### src/rtl/pdiv_pkg.sv
package pdiv_pkg;
  typedef enum logic {
    MODE_NARROW = 1'b0,
    MODE_WIDE   = 1'b1
  } div_mode_e;

  // Clock edges from the accepting edge to done: one per iteration plus a finish edge.
  function automatic int lat_edges(input int op_bits, input int bits_per_cyc);
    return op_bits / bits_per_cyc + 1;
  endfunction
endpackage

### src/rtl/pdiv_step.sv
module pdiv_step #(
  parameter int W = 32
) (
  input  logic [W-1:0] rem_i,
  input  logic [W-1:0] dq_i,
  input  logic [W-1:0] dvs_i,
  output logic [W-1:0] rem_o,
  output logic [W-1:0] dq_o
);
  // One restoring step: shift the next dividend bit in, subtract if it fits.
  function automatic logic [2*W-1:0] restore_step(input logic [W-1:0] rem,
                                                  input logic [W-1:0] dq,
                                                  input logic [W-1:0] dvs);
    logic [W:0] trial;
    logic       fits;
    trial = {rem, dq[W-1]};
    fits  = (trial >= {1'b0, dvs});
    if (fits) trial = trial - {1'b0, dvs};
    return {trial[W-1:0], dq[W-2:0], fits};
  endfunction

  assign {rem_o, dq_o} = restore_step(rem_i, dq_i, dvs_i);
endmodule

### src/rtl/pdiv_ctrl.sv
module pdiv_ctrl #(
  parameter int NARROW_ITERS = 8,
  parameter int WIDE_ITERS   = 16
) (
  input  logic clk,
  input  logic rst_n,
  input  logic start,
  input  logic wide,
  output logic busy,
  output logic done,
  output logic load,
  output logic step,
  output logic finish
);
  localparam int CNT_W = $clog2(WIDE_ITERS + 1);
  localparam logic [CNT_W-1:0] N_ITERS = CNT_W'(NARROW_ITERS);
  localparam logic [CNT_W-1:0] W_ITERS = CNT_W'(WIDE_ITERS);

  logic [CNT_W-1:0] cnt_q;

  assign load   = start && !busy;
  assign step   = busy && (cnt_q != '0);
  assign finish = busy && (cnt_q == '0);

  always_ff @(posedge clk or negedge rst_n) begin
    if (!rst_n) begin
      busy  <= 1'b0;
      done  <= 1'b0;
      cnt_q <= '0;
    end else begin
      done <= 1'b0;
      if (load) begin
        busy  <= 1'b1;
        cnt_q <= wide ? W_ITERS : N_ITERS;
      end else if (step) begin
        cnt_q <= cnt_q - 1'b1;
      end else if (finish) begin
        busy <= 1'b0;
        done <= 1'b1;
      end
    end
  end

  AST_DONE_ONE_CYCLE: assert property (@(posedge clk) disable iff (!rst_n)
    done |=> !done);
  AST_DONE_ENDS_BUSY: assert property (@(posedge clk) disable iff (!rst_n)
    done |-> !busy && $past(busy));
endmodule

### src/rtl/pair_divider.sv
module pair_divider #(
  parameter int HALF_W       = 16,
  parameter int BITS_PER_CYC = 2
) (
  input  logic              clk,
  input  logic              rst_n,
  input  logic              start,
  input  logic              wide,
  input  logic [HALF_W-1:0] op_a0,
  input  logic [HALF_W-1:0] op_a1,
  input  logic [HALF_W-1:0] op_b0,
  input  logic [HALF_W-1:0] op_b1,
  output logic              busy,
  output logic              done,
  output logic [HALF_W-1:0] quo_lo,
  output logic [HALF_W-1:0] quo_hi,
  output logic [HALF_W-1:0] rem_lo,
  output logic [HALF_W-1:0] rem_hi
);
  import pdiv_pkg::*;

  localparam int FULL_W       = 2 * HALF_W;
  localparam int NARROW_ITERS = HALF_W / BITS_PER_CYC;
  localparam int WIDE_ITERS   = FULL_W / BITS_PER_CYC;
  localparam int LAT_W        = $clog2(WIDE_ITERS + 2) + 1;
  localparam logic [LAT_W-1:0] NARROW_LAT = LAT_W'(lat_edges(HALF_W, BITS_PER_CYC));
  localparam logic [LAT_W-1:0] WIDE_LAT   = LAT_W'(lat_edges(FULL_W, BITS_PER_CYC));

  logic load, step, finish;
  logic [FULL_W-1:0] rem_q, dq_q, dvs_q;
  div_mode_e         mode_q;

  pdiv_ctrl #(.NARROW_ITERS(NARROW_ITERS), .WIDE_ITERS(WIDE_ITERS)) u_ctrl (
    .clk(clk), .rst_n(rst_n), .start(start), .wide(wide),
    .busy(busy), .done(done), .load(load), .step(step), .finish(finish)
  );

  // Chain of restoring steps evaluated in one cycle.
  logic [FULL_W-1:0] rem_c [0:BITS_PER_CYC];
  logic [FULL_W-1:0] dq_c  [0:BITS_PER_CYC];
  assign rem_c[0] = rem_q;
  assign dq_c[0]  = dq_q;

  for (genvar g = 0; g < BITS_PER_CYC; g++) begin : g_chain
    pdiv_step #(.W(FULL_W)) u_step (
      .rem_i(rem_c[g]), .dq_i(dq_c[g]), .dvs_i(dvs_q),
      .rem_o(rem_c[g+1]), .dq_o(dq_c[g+1])
    );
  end

  // Narrow dividends are left-aligned so the same loop serves both modes.
  always_ff @(posedge clk or negedge rst_n) begin
    if (!rst_n) begin
      rem_q  <= '0;
      dq_q   <= '0;
      dvs_q  <= '0;
      mode_q <= MODE_NARROW;
    end else if (load) begin
      rem_q  <= '0;
      mode_q <= wide ? MODE_WIDE : MODE_NARROW;
      dq_q   <= wide ? {op_a1, op_a0} : {op_a0, {HALF_W{1'b0}}};
      dvs_q  <= wide ? {op_b1, op_b0} : {{HALF_W{1'b0}}, op_b0};
    end else if (step) begin
      rem_q <= rem_c[BITS_PER_CYC];
      dq_q  <= dq_c[BITS_PER_CYC];
    end
  end

  always_ff @(posedge clk or negedge rst_n) begin
    if (!rst_n) begin
      quo_lo <= '0;
      quo_hi <= '0;
      rem_lo <= '0;
      rem_hi <= '0;
    end else if (finish) begin
      quo_lo <= dq_q[HALF_W-1:0];
      quo_hi <= dq_q[FULL_W-1:HALF_W];
      rem_lo <= rem_q[HALF_W-1:0];
      rem_hi <= rem_q[FULL_W-1:HALF_W];
    end
  end

  // Independent edge counter for the latency check.
  logic [LAT_W-1:0] lat_q;
  always_ff @(posedge clk or negedge rst_n) begin
    if (!rst_n)     lat_q <= '0;
    else if (load)  lat_q <= '0;
    else if (busy)  lat_q <= lat_q + 1'b1;
  end

  wire is_wide  = (mode_q == MODE_WIDE);
  wire dvs_zero = (dvs_q == '0);

  AST_LATENCY: assert property (@(posedge clk) disable iff (!rst_n)
    done |-> lat_q == (is_wide ? WIDE_LAT : NARROW_LAT));
  AST_START_IGNORED: assert property (@(posedge clk) disable iff (!rst_n)
    busy && start |=> $stable(dvs_q) && $stable(mode_q));
  AST_HOLD_RESULT: assert property (@(posedge clk) disable iff (!rst_n)
    !$stable({quo_hi, quo_lo, rem_hi, rem_lo}) |-> done);
  AST_ZERO_NARROW: assert property (@(posedge clk) disable iff (!rst_n)
    done && dvs_zero && !is_wide |-> quo_lo == '1 && quo_hi == '0 && rem_hi == '0);
  AST_ZERO_WIDE: assert property (@(posedge clk) disable iff (!rst_n)
    done && dvs_zero && is_wide |-> quo_lo == '1 && quo_hi == '1);
  AST_REM_BELOW_DIVISOR: assert property (@(posedge clk) disable iff (!rst_n)
    done && !dvs_zero |-> {rem_hi, rem_lo} < dvs_q);
endmodule

### config.mk
export PLATFORM = sky130hd
export DESIGN_NAME = pair_divider
export DESIGN_NICKNAME = d
export VERILOG_FILES = /design/src/rtl/pdiv_pkg.sv /design/src/rtl/pdiv_step.sv /design/src/rtl/pdiv_ctrl.sv /design/src/rtl/pair_divider.sv
export SDC_FILE = /design/constraint.sdc
export NUM_CORES = 1
export LEC_CHECK = 0
export ABC_AREA = 1
export BUFFER_PORTS_ARGS = -buffer_cell sky130_fd_sc_hd__buf_2
export CORE_ASPECT_RATIO = 0.5
export CORE_MARGIN = 5
export CORE_UTILIZATION = 25
export DETAILED_ROUTE_END_ITERATION = 16
export SLEW_MARGIN = 20
export SYNTH_ARGS = -nofsm -noshare
export SYNTH_HDL_FRONTEND = slang
export SYNTH_HIERARCHICAL = 1
export SYNTH_SLANG_ARGS = --single-unit
### constraint.sdc
create_clock -name clk -period 4.3 [get_ports clk]
set_clock_uncertainty 0.05 [all_clocks]
set_input_delay 0.645 -clock clk [delete_from_list [all_inputs] [get_ports clk]]
set_output_delay 0.645 -clock clk [all_outputs]
set_load 0.005 [all_outputs]
==> metrics.txt <==
status finished, final reports clean; kind of critical path reg -> reg; Setup WS post-layout 222 ps; worst r2r path cells 26; GR Util All Layers 15.4%; commonest non-fill, non-tap cells in the layout 741 x nand2_1, 358 x inv_1, 183 x nand3_1; Worst Setup End Kind flop; H-tree Lvls 4; crit path buf inv count 4; root buffer cell clkbuf_16; post-synth cell types 34; Synthesized Nets 2223; hold_ws around 120 ps; first-pass GRT wire length ~73000 um; crit path DAT 4420 ps; core area 0.0552 mm^2; Wirelength per Cell 15.5 um; GRT overflow 0; FILL cells 6050; routed wire length 47200 um; vias per cell 4.40; Final nets approximately 2400; Routed Antenna Nets 0; Critical Path RT 4640 ps; CTS tree built; initial antenna violation count 0; # setup viols final 0; family with the most delay on the worst path simple AND/OR/NAND/NOR gates; CP Max Fanout 14; number of global-route vias before repair 13200; Syn Area/Cell between 6 and 7 um^2; Post-synth ARST share 100%; pre-CTS setup slack -24.1 ps; CP most frequent cell nand2_1; worst-skew pair later-pin latency 470 ps; I/O pins 134; dpl cell area about 0.016 mm^2; fin crit period a little over 4000 ps; routability cong. 0.948; R2R Path Start dvs_q[30]$_DFFE_PN0P_; f_max about 250 MHz; number of gates on the worst path with buffers counted 26; Cells after Synth around 2100; MaxCap Viol Count 0; CP startpoint kind flop; synth warn 6; starting density of the core 25.1%; pin count of the biggest net entering global routing 77; Die Y 177 um; r2r endpoint rem_q[14]$_DFFE_PN0P_; DRC errors left 0; Placed Cells 2998; leading cell type in the layout, fill and taps excluded nand2_1; Worst R2R Setup Slack 220 ps; worst slew pin tran 847 ps; ANT cells 0; crit path capture rem_q[14]$_DFFE_PN0P_; Seq cells post-synth 167; FP Rows 61; slowest stage delay, CP 400 ps; CP max stage cell dfrtp_1; period utilization 94.8%; Port Buffer Count 133; Hold Fails Final Rpt 0; EDFF count, synth 0; Synth Flop Type dfrtp_1; area of the multi-input gates 0.00774 mm^2; Inserted Clock Buffers 17; First-pass DRT Iterations 5; slew margin rel. 43.4%; Setup crit start dvs_q[30]$_DFFE_PN0P_; Hold Buf Count CTS 0; DR vias approximately 13000; drt initial violations between 1000 and 1500; area grow syn2layout 21.1%; final instance area 0.0168 mm^2; HPWL after DPL 37400 um; Cell Area, Synth 0.0139 mm^2; Reg clk slew, reported paths roughly 70 ps; CTS Buffer Depth 2; worst min-delay path category in -> async; CTS Sinks 167; register area 0.00418 mm^2; part of the Yosys area used for sequential elements 30.1%; die area 0.0606 mm^2; Finished Layout Cells ~3000; Die X 343 um; fraction of layout cells with a size suffix above 1 21.8%; final slew viol count 0
final cells by class:
cell class | count | area share [%]
Timing Repair Buffer | 294 | 11.8
Clock inverter | 14 | 0.901
Sequential cell | 167 | 24.9
Clock buffer | 18 | 2.55
Tap cell | 756 | 5.63
Multi-Input combinational cell | 1435 | 46.1
Inverter | 362 | 8.13
worst reg2reg max path, stage by stage, from the launching register on:
cell and delay (ps):
dfrtp_1 400, inv_1 90, ha_2 310, a21o_1 220, nand2_1 60, nand2_1 100, a21oi_2 160, nand2_1 110
nor2_4 220, nand2_8 140, buf_12 180, nand2_1 70, nand2_1 110, ha_1 380, nand2_1 100, buf_4 150
nor2_1 130, nand2_1 60, nand3_1 100, nand2_1 70, nand2_1 150, buf_4 140, xor2_1 140, nand2_1 80
nand2_1 60, nand3_1 80, nand2_1 160
per-layer routing:
metal	routed length, um	GRT usage, %	vias up	share of wire (%)
li1	-	-	6714	-
met5	0	0	-	0
met1	20800	19.6	6264	44
met2	22400	26.1	355	47
met4	1160	5.12	0	2.4
met3	2890	3.05	62	6.1
worst min path at each step:
| stage | to | depth (start not counted) |
|---|---|---|
| global placement | quo_hi[11]$_DFFE_PN0P_ | 1 |
| CTS | rem_hi[2]$_DFFE_PN0P_ | 1 |
| global route | dvs_q[17]$_DFFE_PN0P_ | 1 |
| finish | rem_hi[4]$_DFFE_PN0P_ | 1 |
| detailed placement | dq_q[6]$_DFFE_PN0P_ | 2 |
| floorplan | dq_q[0]$_DFFE_PN0P_ | 0 |
per-stage QoR:
| stage | util (%) | setup TNS [ps] |
|---|---|---|
| 4_1_cts | 29.6 | 0 |
| 3_3_place_gp | 28.6 | 0 |
| 3_5_place_dp | 28.6 | -54.5 |
| 5_1_grt | 30.4 | -21.6 |
| 6_report | 30.4 | 0 |
| 2_1_floorplan | - | 0 |
cells in the mapped netlist, types with 17 or more instances:
cell type  count  area [um^2]
ha_1          65          813
nand3_1      185          926
o21ai_0       27          135
buf_2         36          180
nor2_1       121          454
mux2_2        59          664
o21ai_1       17         85.1
nand3b_1      22          165
buf_4         71          533
a21oi_1       66          330
nand2_1      750         2820
inv_1        359         1350
dfrtp_1      167         4180
nand3_2       23          230
xor2_1        26          228
what timing repair did:
action,in CTS,in global routing
gates resized for setup,2,68
buffers inserted,0,16
pin swaps,0,7
setup endpoints to repair,5,33
kinds of logic (layout without fill, tap and decap cells):
kind of cell             after synthesis  in the layout  share of synthesized area, %
AO/OA/AOI/OAI                        115            115                          4.25
XOR/XNOR                              29             29                          1.83
adder cells (fa/ha/maj)               67             67                          6.15
buffers and inverters                486            688                          16.3
flip-flops                           167            167                          30.1
multiplexers                          59             59                          4.79
AND/OR/NAND/NOR                     1165           1165                          36.5
registers in the layout, summed over array words and instances (netlist names):
register and flops:
dq_q 32, dvs_q 32, quo_hi 16, quo_lo 16, rem_hi 16, rem_lo 16, rem_q 32, u_ctrl/busy 1
u_ctrl/cnt_q 5, u_ctrl/done 1
Power is not shown: default switching activity piles up to over one toggle a cycle in this logic, so the estimate is an artifact.
